File: src/rtl/slot_alloc_pkg.sv
package slot_alloc_pkg;

    typedef enum logic [1:0] {
        TAG_FREE  = 2'd0,
        TAG_LEVEL = 2'd1,
        TAG_MSG   = 2'd2
    } tag_e;

    typedef enum logic [1:0] {
        CMD_ALLOC = 2'd0,
        CMD_HINT  = 2'd1,
        CMD_FREE  = 2'd2,
        CMD_RSVD  = 2'd3
    } cmd_e;

    typedef enum logic [2:0] {
        ST_IDLE,
        ST_SCAN,
        ST_MARK,
        ST_CLEAR,
        ST_RESP
    } state_e;

    typedef enum logic [1:0] {
        RES_OK   = 2'd0,
        RES_FAIL = 2'd1,
        RES_ERR  = 2'd2
    } res_e;

endpackage

File: src/rtl/slot_table.sv
module slot_table
    import slot_alloc_pkg::*;
#(
    parameter int NUM_SLOTS = 32,
    parameter int IDX_W     = $clog2(NUM_SLOTS)
) (
    input  logic             clk,
    input  logic             rst_n,
    input  logic [IDX_W-1:0] addr,
    input  logic             wr_en,
    input  tag_e             wr_tag,
    output tag_e             rd_tag
);

    tag_e tags [NUM_SLOTS];

    always_ff @(posedge clk) begin
        if (!rst_n) begin
            for (int i = 0; i < NUM_SLOTS; i++) begin
                tags[i] <= TAG_FREE;
            end
        end else if (wr_en) begin
            tags[addr] <= wr_tag;
        end
    end

    assign rd_tag = tags[addr];

    // a claim may only land on an unused slot
    AST_CLAIM_ONLY_UNUSED: assert property (@(posedge clk) disable iff (!rst_n)
        (wr_en && wr_tag != TAG_FREE) |-> (tags[addr] == TAG_FREE));

endmodule

File: src/rtl/slot_req_check.sv
module slot_req_check
    import slot_alloc_pkg::*;
#(
    parameter int NUM_SLOTS = 32,
    parameter int BASE      = 4096,
    parameter int OUT_W     = 16,
    parameter int MAX_ALIGN = 32,
    parameter int IDX_W     = $clog2(NUM_SLOTS),
    parameter int CNT_W     = $clog2(NUM_SLOTS + 1)
) (
    input  logic [1:0]       cmd,
    input  logic [CNT_W-1:0] count,
    input  logic             align,
    input  logic [1:0]       type_i,
    input  logic [OUT_W-1:0] index,
    output logic             legal,
    output logic [IDX_W-1:0] first,
    output logic [CNT_W-1:0] len,
    output logic [CNT_W-1:0] step
);

    logic [31:0] rel;
    logic        in_range;
    logic        pow2_ok;
    logic        nonzero;
    logic        type_ok;

    always_comb begin
        rel      = 32'(index) - 32'(BASE);
        in_range = (32'(index) >= 32'(BASE)) && (rel < 32'(NUM_SLOTS));
        nonzero  = (count != '0);
        pow2_ok  = nonzero && ((count & (count - CNT_W'(1))) == '0)
                   && (32'(count) <= 32'(MAX_ALIGN));
        type_ok  = (type_i == TAG_LEVEL) || (type_i == TAG_MSG);

        legal = 1'b0;
        first = '0;
        len   = count;
        step  = CNT_W'(1);
        unique case (cmd)
            CMD_ALLOC: begin
                legal = nonzero && type_ok && (!align || pow2_ok);
                step  = align ? count : CNT_W'(1);
            end
            CMD_HINT: begin
                legal = in_range && type_ok;
                first = rel[IDX_W-1:0];
                len   = CNT_W'(1);
            end
            CMD_FREE: begin
                legal = nonzero && in_range
                        && ((rel + 32'(count)) <= 32'(NUM_SLOTS));
                first = rel[IDX_W-1:0];
            end
            default: legal = 1'b0;
        endcase
    end

endmodule

File: src/rtl/slot_alloc_ctrl.sv
module slot_alloc_ctrl
    import slot_alloc_pkg::*;
#(
    parameter int NUM_SLOTS = 32,
    parameter int BASE      = 4096,
    parameter int OUT_W     = 16,
    parameter int IDX_W     = $clog2(NUM_SLOTS),
    parameter int CNT_W     = $clog2(NUM_SLOTS + 1),
    parameter int POS_W     = CNT_W + 2
) (
    input  logic             clk,
    input  logic             rst_n,
    input  logic             req_valid,
    input  logic [1:0]       req_cmd,
    input  logic             req_align,
    input  logic [1:0]       req_type,
    input  logic             legal,
    input  logic [IDX_W-1:0] first,
    input  logic [CNT_W-1:0] len,
    input  logic [CNT_W-1:0] step,
    output logic [IDX_W-1:0] tbl_addr,
    output logic             tbl_wr_en,
    output tag_e             tbl_wr_tag,
    input  tag_e             tbl_rd_tag,
    output logic             busy,
    output logic             rsp_done,
    output logic             rsp_ok,
    output logic             rsp_fail,
    output logic             rsp_err,
    output logic             rsp_warn,
    output logic [OUT_W-1:0] rsp_index
);

    state_e           state_q, state_d;
    cmd_e             cmd_q;
    tag_e             type_q;
    res_e             res_q;
    logic             align_q;
    logic             warn_q;
    logic [POS_W-1:0] start_q;
    logic [CNT_W-1:0] off_q, len_q, step_q;
    logic [POS_W-1:0] slot_pos;
    logic             fits, last, slot_free, accept;

    always_comb begin
        accept    = req_valid && (state_q == ST_IDLE);
        slot_pos  = start_q + POS_W'(off_q);
        fits      = (start_q + POS_W'(len_q)) <= POS_W'(NUM_SLOTS);
        last      = (off_q == len_q - CNT_W'(1));
        slot_free = (tbl_rd_tag == TAG_FREE);
        tbl_addr  = slot_pos[IDX_W-1:0];
    end

    // state register
    always_ff @(posedge clk) begin
        if (!rst_n) state_q <= ST_IDLE;
        else        state_q <= state_d;
    end

    // transitions
    always_comb begin
        state_d = state_q;
        unique case (state_q)
            ST_IDLE: if (accept) begin
                if (!legal)                  state_d = ST_RESP;
                else if (req_cmd == CMD_FREE) state_d = ST_CLEAR;
                else                         state_d = ST_SCAN;
            end
            ST_SCAN: begin
                if (!fits)                      state_d = ST_RESP;
                else if (!slot_free && cmd_q == CMD_HINT) state_d = ST_RESP;
                else if (slot_free && last)     state_d = ST_MARK;
            end
            ST_MARK:  if (last) state_d = ST_RESP;
            ST_CLEAR: if (last) state_d = ST_RESP;
            ST_RESP:  state_d = ST_IDLE;
            default:  state_d = ST_IDLE;
        endcase
    end

    // working registers
    always_ff @(posedge clk) begin
        if (!rst_n) begin
            cmd_q   <= CMD_ALLOC;
            type_q  <= TAG_FREE;
            res_q   <= RES_OK;
            align_q <= 1'b0;
            warn_q  <= 1'b0;
            start_q <= '0;
            off_q   <= '0;
            len_q   <= '0;
            step_q  <= '0;
        end else begin
            unique case (state_q)
                ST_IDLE: if (accept) begin
                    cmd_q   <= cmd_e'(req_cmd);
                    type_q  <= tag_e'(req_type);
                    align_q <= req_align;
                    res_q   <= legal ? RES_OK : RES_ERR;
                    warn_q  <= 1'b0;
                    start_q <= POS_W'(first);
                    off_q   <= '0;
                    len_q   <= len;
                    step_q  <= step;
                end
                ST_SCAN: begin
                    if (!fits) begin
                        res_q <= RES_FAIL;
                    end else if (!slot_free) begin
                        if (cmd_q == CMD_HINT) res_q <= RES_FAIL;
                        start_q <= start_q + POS_W'(step_q);
                        off_q   <= '0;
                    end else begin
                        off_q <= last ? '0 : off_q + CNT_W'(1);
                    end
                end
                ST_MARK: off_q <= off_q + CNT_W'(1);
                ST_CLEAR: begin
                    warn_q <= warn_q | slot_free;
                    off_q  <= off_q + CNT_W'(1);
                end
                default: ;
            endcase
        end
    end

    // outputs
    always_comb begin
        busy       = (state_q != ST_IDLE);
        rsp_done   = (state_q == ST_RESP);
        rsp_ok     = rsp_done && (res_q == RES_OK);
        rsp_fail   = rsp_done && (res_q == RES_FAIL);
        rsp_err    = rsp_done && (res_q == RES_ERR);
        rsp_warn   = rsp_done && warn_q;
        rsp_index  = OUT_W'(BASE) + OUT_W'(start_q);
        tbl_wr_en  = (state_q == ST_MARK) || (state_q == ST_CLEAR);
        tbl_wr_tag = (state_q == ST_MARK) ? type_q : TAG_FREE;
    end

    AST_ONE_RESULT: assert property (@(posedge clk) disable iff (!rst_n)
        rsp_done |-> ($countones({rsp_ok, rsp_fail, rsp_err}) == 1));
    AST_DONE_PULSE: assert property (@(posedge clk) disable iff (!rst_n)
        rsp_done |=> !rsp_done);
    AST_BUSY_AFTER_ACCEPT: assert property (@(posedge clk) disable iff (!rst_n)
        (req_valid && !busy) |=> busy);
    AST_ALIGNED_START: assert property (@(posedge clk) disable iff (!rst_n)
        (rsp_ok && cmd_q == CMD_ALLOC && align_q)
        |-> ((start_q % POS_W'(step_q)) == '0));
    AST_WARN_ON_RELEASE: assert property (@(posedge clk) disable iff (!rst_n)
        rsp_warn |-> (cmd_q == CMD_FREE));

endmodule

File: src/rtl/slot_alloc.sv
module slot_alloc
    import slot_alloc_pkg::*;
#(
    parameter int NUM_SLOTS = 32,
    parameter int BASE      = 4096,
    parameter int OUT_W     = 16,
    parameter int MAX_ALIGN = 32,
    parameter int IDX_W     = $clog2(NUM_SLOTS),
    parameter int CNT_W     = $clog2(NUM_SLOTS + 1)
) (
    input  logic             clk,
    input  logic             rst_n,
    input  logic             req_valid,
    input  logic [1:0]       req_cmd,
    input  logic [CNT_W-1:0] req_count,
    input  logic             req_align,
    input  logic [1:0]       req_type,
    input  logic [OUT_W-1:0] req_index,
    output logic             busy,
    output logic             rsp_done,
    output logic             rsp_ok,
    output logic             rsp_fail,
    output logic             rsp_err,
    output logic             rsp_warn,
    output logic [OUT_W-1:0] rsp_index
);

    logic             legal;
    logic [IDX_W-1:0] first;
    logic [CNT_W-1:0] len, step;
    logic [IDX_W-1:0] tbl_addr;
    logic             tbl_wr_en;
    tag_e             tbl_wr_tag, tbl_rd_tag;

    slot_req_check #(
        .NUM_SLOTS(NUM_SLOTS), .BASE(BASE), .OUT_W(OUT_W),
        .MAX_ALIGN(MAX_ALIGN), .IDX_W(IDX_W), .CNT_W(CNT_W)
    ) u_check (
        .cmd(req_cmd), .count(req_count), .align(req_align),
        .type_i(req_type), .index(req_index),
        .legal(legal), .first(first), .len(len), .step(step)
    );

    slot_alloc_ctrl #(
        .NUM_SLOTS(NUM_SLOTS), .BASE(BASE), .OUT_W(OUT_W),
        .IDX_W(IDX_W), .CNT_W(CNT_W)
    ) u_ctrl (
        .clk(clk), .rst_n(rst_n),
        .req_valid(req_valid), .req_cmd(req_cmd),
        .req_align(req_align), .req_type(req_type),
        .legal(legal), .first(first), .len(len), .step(step),
        .tbl_addr(tbl_addr), .tbl_wr_en(tbl_wr_en),
        .tbl_wr_tag(tbl_wr_tag), .tbl_rd_tag(tbl_rd_tag),
        .busy(busy), .rsp_done(rsp_done), .rsp_ok(rsp_ok),
        .rsp_fail(rsp_fail), .rsp_err(rsp_err), .rsp_warn(rsp_warn),
        .rsp_index(rsp_index)
    );

    slot_table #(
        .NUM_SLOTS(NUM_SLOTS), .IDX_W(IDX_W)
    ) u_table (
        .clk(clk), .rst_n(rst_n), .addr(tbl_addr),
        .wr_en(tbl_wr_en), .wr_tag(tbl_wr_tag), .rd_tag(tbl_rd_tag)
    );

endmodule

File: config.mk
export PLATFORM = sky130hd
export DESIGN_NAME = slot_alloc
export DESIGN_NICKNAME = d
export VERILOG_FILES = /design/src/rtl/slot_alloc_pkg.sv /design/src/rtl/slot_table.sv /design/src/rtl/slot_req_check.sv /design/src/rtl/slot_alloc_ctrl.sv /design/src/rtl/slot_alloc.sv
export SDC_FILE = /design/constraint.sdc
export NUM_CORES = 1
export LEC_CHECK = 0
export BUFFER_PORTS_ARGS = -buffer_cell sky130_fd_sc_hd__buf_2
export CORE_ASPECT_RATIO = 2
export CORE_MARGIN = 3
export CORE_UTILIZATION = 55
export CTS_CLUSTER_DIAMETER = 120
export DETAILED_ROUTE_END_ITERATION = 10
export PLACE_DENSITY = 0.82
export SETUP_SLACK_MARGIN = 0.5
export SLEW_MARGIN = 20
export SYNTH_ARGS = -nofsm -noshare
export SYNTH_HDL_FRONTEND = slang
export SYNTH_SLANG_ARGS = --single-unit
File: constraint.sdc
create_clock -name clk -period 5.7 [get_ports clk]
set_input_delay 1.14 -clock clk [delete_from_list [all_inputs] [get_ports clk]]
set_output_delay 1.14 -clock clk [all_outputs]
set_load 0.01 [all_outputs]
# [Word level (Yosys, flattened, before mapping)]
# Memory sizes are Yosys's and may differ from the RTL's.
# Index checks and enable logic that the tools add are counted.
# W data, S select, Z words.
[totals] reg_bits=36 input_bits=30 ramBits=64 memories=1
[memory_table] memory="u_table.tags" words=32 word_bits=2 rd=1 rd_clocked_by_memory_dff=0 write_ports=32 line="slot_table.sv:15" rtl="tag_e tags [NUM_SLOTS];"
[op_classes] bitwise_logic=2 addsub=9 reduce_logical=39 n_eq_ne=19 muxes=38 order_cmp=5
[op_table] operator="$mux W6" n=7
[op_table] operator="$add A32 B6 Y32" n=1
[op_table] operator="$le A32 B6 Y1 const B" n=1
[op_table] operator="$lt A32 B6 Y1 const B" n=1
[op_table] operator="$mux W8" n=3
[op_table] operator="$mux W3" n=6
[op_table] operator="$pmux W6 S3" n=1
[op_table] operator="$sub A16 B13 Y17 const B" n=1
[op_table] operator="$add A8 B6 Y8" n=2
[op_table] operator="$ge A16 B13 Y1 const B" n=1
[op_table] operator="$mux W2" n=8
[op_table] operator="$pmux W8 S2" n=1
[op_table] operator="$logic_and A1 B1 Y1" n=15
[op_table] operator="$add A13 B8 Y14 const A" n=1
[op_table] operator="$sub A6 B1 Y6 const B" n=2
[op_table] operator="$mux W5" n=2
[op_table] operator="$pmux W3 S3" n=1
[op_table] operator="$eq A2 B1 Y1 const B" n=4
[op_table] operator="$le A8 B6 Y1 const B" n=1
[op_table] operator="$reduce_and A4 Y1" n=2
[op_table] operator="$add A6 B1 Y6 const B" n=1
[op_table] operator="$and A6 B6 Y6" n=1
[op_table] operator="$eq A2 B2 Y1 const B" n=3
[op_table] operator="$eq A3 B2 Y1 const B" n=2
[op_table] operator="25 further kinds" n=44

# [Longest topological paths before layout]
# Gate-level depths: netlist of run 1.
[depth] depth_word=11 depth_mapped=12

# [Modules after synthesis]
# A second synthesis of run 1 with hierarchy kept.
[hier_totals] hier_cells=735 area_unflattened_um2=6737.7
[modules_own_cells] module="slot_table" area_each_um2=3323.2 cells_each=284 seq_area_each_um2=1921.8 n_inst=1
[modules_own_cells] module="slot_alloc_ctrl" area_each_um2=2491.1 cells_each=321 seq_area_each_um2=720.7 n_inst=1
[modules_own_cells] module="slot_req_check" area_each_um2=923.4 cells_each=130 seq_area_each_um2=0.0 n_inst=1

# [Worst setup path before layout of run 1]
# OpenSTA, ideal clock, no wires.
[synth_path] path_type="input to register" start="input port req_count[0]" end="register u_ctrl.state_q[1]" path_slack_ps=2374 required_ps=5584 path_buffers=0 cell_stages=11 arrival_time_ps=3210 path_cell_list="ha_1 inv_1 fa_1 or3b_2 o2111ai_1 o21ai_0 o211ai_1 o311a_2 o41ai_4 a32o_1 a31o_1"
[synth_via] elab_chain_len=11
[synth_rtl] element="from (decl)" line="slot_alloc.sv:15" rtl="input logic [CNT_W-1:0] req_count,"
[synth_rtl] element="parallel branches: the longest is 7 deep, another holds $add A32 B6 Y32"
[synth_rtl] element="$pmux W1 S3 (*)" line="slot_req_check.sv:40" rtl="unique case (cmd)"
[synth_rtl] element="$mux W3 (*)" line="slot_alloc_ctrl.sv:65" rtl="if (!legal) state_d = ST_RESP;"
[synth_rtl] element="$mux W3 (*)" line="slot_alloc_ctrl.sv:64" rtl="ST_IDLE: if (accept) begin"
[synth_rtl] element="$pmux W3 S3 (*)" line="slot_alloc_ctrl.sv:63" rtl="unique case (state_q)"
[synth_rtl] element="to (signal assigned)" line="slot_alloc_ctrl.sv:57" rtl="else state_q <= state_d;"
[synth_rtl] element="to (decl)" line="slot_alloc_ctrl.sv:34" rtl="state_e state_q, state_d;"
# Every way passes the cells marked *. The select of a mux whose other input is x is not followed.
# A chain may end at the register's enable or synchronous reset.

# [Worst setup path after layout of run 1]
[layout_path] start="register u_ctrl.start_q[0]" end="register u_ctrl.start_q[5]"
[layout_via] elab_chain_len=5
[layout_rtl] element="from (decl)" line="slot_alloc_ctrl.sv:40" rtl="logic [POS_W-1:0] start_q;"
[layout_rtl] element="from (signal assigned)" line="slot_alloc_ctrl.sv:101" rtl="start_q <= POS_W'(first);"
[layout_rtl] element="from (signal assigned)" line="slot_alloc_ctrl.sv:111" rtl="start_q <= start_q + POS_W'(step_q);"
[layout_rtl] element="$add A5 B5 Y5" line="slot_alloc_ctrl.sv:47" rtl="slot_pos = start_q + POS_W'(off_q);"
[layout_rtl] element="$mem_v2 Z32 W2"
[layout_rtl] element="$logic_not A2 Y1" line="slot_alloc_ctrl.sv:50" rtl="slot_free = (tbl_rd_tag == TAG_FREE);"
[layout_rtl] element="$ne A2 B2 Y1 (no line)"
[layout_rtl] element="$reduce_and A4 Y1 (no line)"
# Several ways; a longest one is shown, not always the timed one. The select of a mux whose other input is x is not followed.

==> flow_summary.ini, run 1 <==
[run_status]
outcome = finished clean

[sta]
worstMarginPinSlew_ns = 1.098
finalSetupTns_ns = 0
setup_ws_ns = 1.413
rsz0062_at_grt = false
setup_viol = 0
finalHoldViolations = 0
fin_crit_sh_pct = 75.21
fin_skew_ns = 0.009867
final-max-slew-violation-count = 0
final.min_clock_period_ns = 4.287
relSlewSlack_pct = 26.43
fmaxAchievable_mhz = 233.3

[logic_synthesis]
async_reset_ff_share_pct = 0
synth_top_area_share_pct = 30.11
syn_inst = 696
muxShareOfSynthArea_pct = 2.215
synth_flop_cell = edfxtp_1
synth_xor_area_share_pct = 3.685
synth_seq_cells = 100
synth_top_family_by_area = simple AND/OR/NAND/NOR gates
synth-adder-area-share_pct = 7.526
syn-mean-instance-area_um2 = 9.172
synth_largest_area_cell = edfxtp_1
synth-compound-area-share_pct = 17.46
synth_cell_types = 80
syn_area_um2 = 6384
synth_edf_count = 64
synth-simple-area-share_pct = 21.80
ys_seq_area_share_pct = 41.40
synthTopCellsByArea = edfxtp_1, dfxtp_1, nor2_1, ha_1, o21ai_0
ys_warn_count = 0

[worst_setup_path]
crit_path_start_kind = register
r2r-start = u_ctrl.start_q[0]
cp.required_ns = 5.98
worstPathMaxFanout = 33
max_stage_delay_ns = 1.19
r2r_end = u_ctrl.start_q[5]
arrival_ns = 4.57
r2r_cells = 9
end_kind = register
cpMaxStageDelayCell = fa_1
reg2reg_setup_slack_ns = 1.41
path_class = register to register
crit_chain = ha_1, fa_1, nor3_1, a211o_1, a31o_1, a221oi_2, a31oi_1, or4_1, a21boi_1

[cts]
cts_made_buffers = 9
clkTransAtPathRegs_ns = 0.07
cts_buffer_depth = 2
cts.sinks = 100
ctsResizeCount = 0
cts_tree = yes
clock_latency_ns = 0.35
postCtsHoldBufs = 0
cts_setup_buffers = 0
ctsRootBufferMaster = clkbuf_16
htreeDepth = 3

[routing]
drtIter0Drc = 359
routed_via_density = 6.213
ant_nets = 0
drcViolationCount = 0
wl_per_cell_um = 18.33
firstDrtPassIters = 6
wl_mm = 15.77
vias = 5343

[final_layout]
fin_nets = 779
final_common_cell = nor2_1
areaGrowthSynthToFinish_pct = 7.291
final_cell_mix = nor2_1, edfxtp_1, o21ai_0
n_antenna_cell = 0
drive_above_1_share_pct = 11.42

[die]
die_h_um = 158.4
die_area_um2 = 13010
die_width_um = 82.18
fp-row-count = 55
pin_count = 52
core_um2 = 11350
start_util_pct = 56.22

[global_routing]
grt_overflow = 0
grt_max_degree = 66
grt_pass1_wl_mm = 25.61
antenna_found_initial = 0
grt_pass1_vias = 5509
grt_use_total_pct = 26.05

[hold_path]
hold_class = register to register
min-delay-start = u_ctrl.cmd_q[0]
min_to = u_ctrl.cmd_q[0]
min_path_cells = 2

[place]
dp_slack_ns = 1.440
io_buffers = 43
gp_congestion = 0.9667
dpl.hpwl_mm = 12.35

[power]
power_density_nw_per_um2 = 261.3
netSwitchingFraction_pct = 28.78
pwr-share-seq_pct = 45.9
peakVddDrop_mv = 0.1735
intPower_w = 0.001275
pwr-share-comb_pct = 18.4
switchingPower_w = 0.0005150
power.leakage_nw = 2.641
p_total_w = 0.001790
clockPowerShare_pct = 35.7

[job]
max_cap_viol_count = 0
routing by layer:
metal / vias up / share of wire [%] / track usage [%]
met3: 98 / 3.6 / 3.794
met2: 217 / 55 / 47.74
met5: - / 0 / 0
met4: 0 / 8.9 / 21.32
li1: 2534 / - / -
met1: 2494 / 32 / 24.16
flip-flops by register name (all words and copies together) (netlist names):
name            cells
u_ctrl.start_q      8
u_table.tags       64
u_ctrl.state_q      3
u_ctrl.warn_q       1
u_ctrl.cmd_q        2
u_ctrl.step_q       6
u_ctrl.type_q       2
u_ctrl.len_q        6
u_ctrl.off_q        6
u_ctrl.res_q        2
stage by stage:
stage	hold slack [ns]	area (µm²)	utilization, %	std cells
after floorplan	0.4392	6406	-	702
after global placement	0.4525	6534	57.54	844
after detailed placement	0.4667	6534	57.54	844
after CTS	0.4773	6848	60.31	860
after global routing	0.5027	6849	60.32	860
final	0.4728	6849	60.32	860
cell families (layout without fill, tap and decap cells):
kind of cell    Yosys count  count (layout)
mux                      11              11
buf+inv                  70              86
compound gates          169             169
fa+ha+maj                36              36
xor+xnor                 26              26
other cells               2               8
flops                   100             100
simple gates            282             282
area by class of cell:
class                   count  area (µm²)
well taps                 142       177.7
multi-input cells         532        3395
flip-flops and latches    100        2643
clock buffers               9       225.2
repair buffers             44       222.7
fillers                  1011        4506
clock inverters             7       88.84
inverters                  26       97.59
worst max path at each step:
stage          cells after the start               from                end  slack, ns
2_1_floorplan                     11       req_count[0]  u_ctrl.state_q[1]       2.37
3_3_place_gp                       9    u_ctrl.off_q[0]  u_ctrl.start_q[5]       1.63
3_5_place_dp                       9  u_ctrl.start_q[0]  u_ctrl.start_q[5]       1.44
4_1_cts                            9  u_ctrl.start_q[0]  u_ctrl.start_q[5]       1.46
5_1_grt                           10  u_ctrl.start_q[0]  u_ctrl.start_q[5]       1.15
6_report                           9  u_ctrl.start_q[0]  u_ctrl.start_q[5]       1.41
power groups by stage:
stage	logic, W	registers (W)	clock network (W)
global route	0.000366	0.000824	0.000670
finish	0.000330	0.000822	0.000638
CTS	0.000327	0.000821	0.000642
global placement	0.000312	0.000835	0
floorplan	0.000254	0.000827	0
detailed placement	0.000325	0.000837	0
critical path: cells and delay by family, from the launching register on:
kind / cells / cell delay (ns)
flip-flops: 1 / 0.37
AND/OR/NAND/NOR: 2 / 0.77
adder cells (fa/ha/maj): 2 / 1.46
AO/OA/AOI/OAI: 5 / 1.63
cells in the mapped netlist, drive strengths merged (3+ instances only):
| cell | n |
|---|---|
| and2b | 3 |
| fa | 4 |
| nor3b | 7 |
| nor4b | 4 |
| nand2b | 7 |
| buf | 17 |
| inv | 26 |
| a211oi | 8 |
| o21a | 3 |
| ha | 32 |
| and3 | 10 |
| a31oi | 5 |
| nor3 | 30 |
| edfxtp | 64 |
| or4 | 5 |
| o211a | 3 |
| nand3 | 30 |
| o21ai | 54 |
| a211o | 3 |
| a21o | 5 |
| o211ai | 4 |
| o22ai | 3 |
| dfxtp | 36 |
| a21boi | 11 |
| mux2i | 7 |
| a21oi | 38 |
| a2111oi | 4 |
| and2 | 3 |
| nor2 | 107 |
| xnor2 | 18 |
| nand4 | 5 |
| nand3b | 3 |
| or3 | 5 |
| nand2 | 40 |
| o41ai | 3 |
| clkbuf | 26 |
| nor2b | 15 |
| o21bai | 5 |
| xor2 | 8 |
No activity file was read; power rests on OpenSTA's default activity.
==> run 2, diff against run 1 <==
==> constraint.sdc (replaced) <==
create_clock -name clk -period 4.1 [get_ports clk]
set_input_delay 0.82 -clock clk [delete_from_list [all_inputs] [get_ports clk]]
set_output_delay 0.82 -clock clk [all_outputs]
set_load 0.01 [all_outputs]
==> run 2 against run 1 <==
Against the previous run: setup slack worse by 0.74 ns; flip-flop and latch count unchanged; utilization up 0.72 points; global-route usage up 1.0 points; worst hold slack better by 0.00079 ns; sequential share of layout area down 0.43 points; register-to-register slack worse by 0.74 ns; first-iteration DRC count up 9.7%; largest power group unchanged; via count up 1.2%; highest routed layer unchanged; largest cell class unchanged.
==> flow_summary.ini, run 2 (same netlist as run 1, synthesis figures left out) <==
[run_status]
outcome = finished clean

[sta]
finalHoldViolations = 0
fmaxAchievable_mhz = 292.0
relSlewSlack_pct = 48.73
rsz0062_at_grt = false
fin_crit_sh_pct = 83.53
final.min_clock_period_ns = 3.425
fin_skew_ns = 0.01382
hold_slack_ns = 0.4735
finalSetupTns_ns = 0
worstMarginPinSlew_ns = 0.7691
final-max-slew-violation-count = 0
setup_viol = 0

[final_layout]
final_cell_mix = nor2_1, edfxtp_1, o21ai_0
final_core_util_pct = 61.04
final_common_cell = nor2_1
fin_nets = 785
largestRegisters = u_table.tags: 64 flops, u_ctrl.start_q: 8 flops
largest_register_ffs = 64
top_register = u_table.tags
drive_above_1_share_pct = 12.71
fin_cells = 866
areaGrowthSynthToFinish_pct = 8.565
n_antenna_cell = 0
nFillCells = 939
fin_area_um2 = 6930

[job]
max_cap_viol_count = 0

[worst_setup_path]
path_class = register to register
end_kind = register
cpMaxStageDelayCell = or4_1
r2r_end = u_ctrl.start_q[5]
r2r_cells = 10
reg2reg_setup_slack_ns = 0.68
arrival_ns = 3.70
r2r-start = u_ctrl.start_q[0]
cp.required_ns = 4.38
path_buf_inv = 1
crit_path_start_kind = register
cp_top_family = compound AO/OA/AOI/OAI gates
max_stage_delay_ns = 0.54
crit_chain = ha_1, fa_1, buf_6, nor3_1, a211o_1, a31o_1, a221oi_4, a31oi_4, or4_1, a21boi_1
worstPathMaxFanout = 33

[die]
start_util_pct = 56.22
die_width_um = 82.18
core_um2 = 11350
fp-row-count = 55
die_h_um = 158.4
pin_count = 52
die_area_um2 = 13010

[routing]
vias = 5407
drtIter0Drc = 394
ant_nets = 0
wl_per_cell_um = 18.93
wl_mm = 16.39
firstDrtPassIters = 9
drcViolationCount = 0
routed_via_density = 6.244

[power]
peakVddDrop_mv = 0.2319
power.leakage_nw = 2.677
power_density_nw_per_um2 = 362.2

[cts]
postCtsHoldBufs = 0
cts_setup_buffers = 0
clock_latency_ns = 0.35
cts_tree = yes
ctsRootBufferMaster = clkbuf_16
cts.sinks = 100
cts_buffer_depth = 2
cts_made_buffers = 9
clkTransAtPathRegs_ns = 0.07
htreeDepth = 3

[place]
dpl_cell_area_um2 = 6579
dpl.hpwl_mm = 12.78
gp_congestion = 0.9177
dp_cells = 850
io_buffers = 43

[hold_path]
min-delay-start = u_ctrl.cmd_q[1]
hold_class = register to register
min_to = u_ctrl.cmd_q[1]
min_path_cells = 2

[global_routing]
grt_pass1_vias = 5466
grt_pass1_wl_mm = 26.39
grt_max_degree = 39
antenna_found_initial = 0
grt_use_total_pct = 27.05
grt_overflow = 0
run 2: area by class of cell:
class / count / area, µm² / share of cell area, %
clock buffers: 9 / 225.2 / 3.250
clock inverters: 7 / 85.08 / 1.228
inverters: 26 / 97.59 / 1.408
multi-input cells: 532 / 3430 / 49.49
flip-flops and latches: 100 / 2644 / 38.15
well taps: 142 / 177.7 / 2.564
repair buffers: 50 / 271.5 / 3.918
run 2: how the worst max path moves through the flow:
stage	start	slack, ns	cells past startpoint	end
6_report	u_ctrl.start_q[0]	0.68	10	u_ctrl.start_q[5]
5_1_grt	u_ctrl.off_q[2]	0.52	9	u_ctrl.start_q[5]
4_1_cts	u_ctrl.off_q[0]	0.56	10	u_ctrl.start_q[5]
3_5_place_dp	u_ctrl.off_q[0]	0.39	10	u_ctrl.start_q[5]
3_3_place_gp	u_ctrl.off_q[0]	0.56	10	u_ctrl.start_q[5]
2_1_floorplan	u_ctrl.start_q[0]	1.02	11	u_ctrl.start_q[0]
run 2: per-layer routing:
layer | GRT usage (%) | share of wire (%)
met1 | 25.16 | 32
met2 | 49.35 | 55
met3 | 3.851 | 4.0
met4 | 22.58 | 8.6
met5 | 0 | 0
run 2: through the flow:
stage	setup WS [ns]	power, W
floorplan	1.019	0.001503
global placement	0.5587	0.001607
detailed placement	0.3910	0.001629
CTS	0.5625	0.002505
global route	0.5219	0.002607
finish	0.6754	0.002510
run 2: tightest hold or removal path: stages (launching register included):
cell	delay, ns
dfxtp_1	0.31
nand2_1	0.05
a21boi_0	0.07
run 2: power breakdown:
group	internal, W	leakage [nW]	switching (W)
logic	0.000189	1.57	0.000301
clock network	0.000487	0.153	0.000391
registers	0.00111	0.955	0.0000359
run 2: repair_timing:
| action | in CTS | in global routing |
|---|---|---|
| gates resized for setup | 2 | 7 |
| setup endpoints to repair | 3 | 10 |
| pin swaps | 0 | 1 |
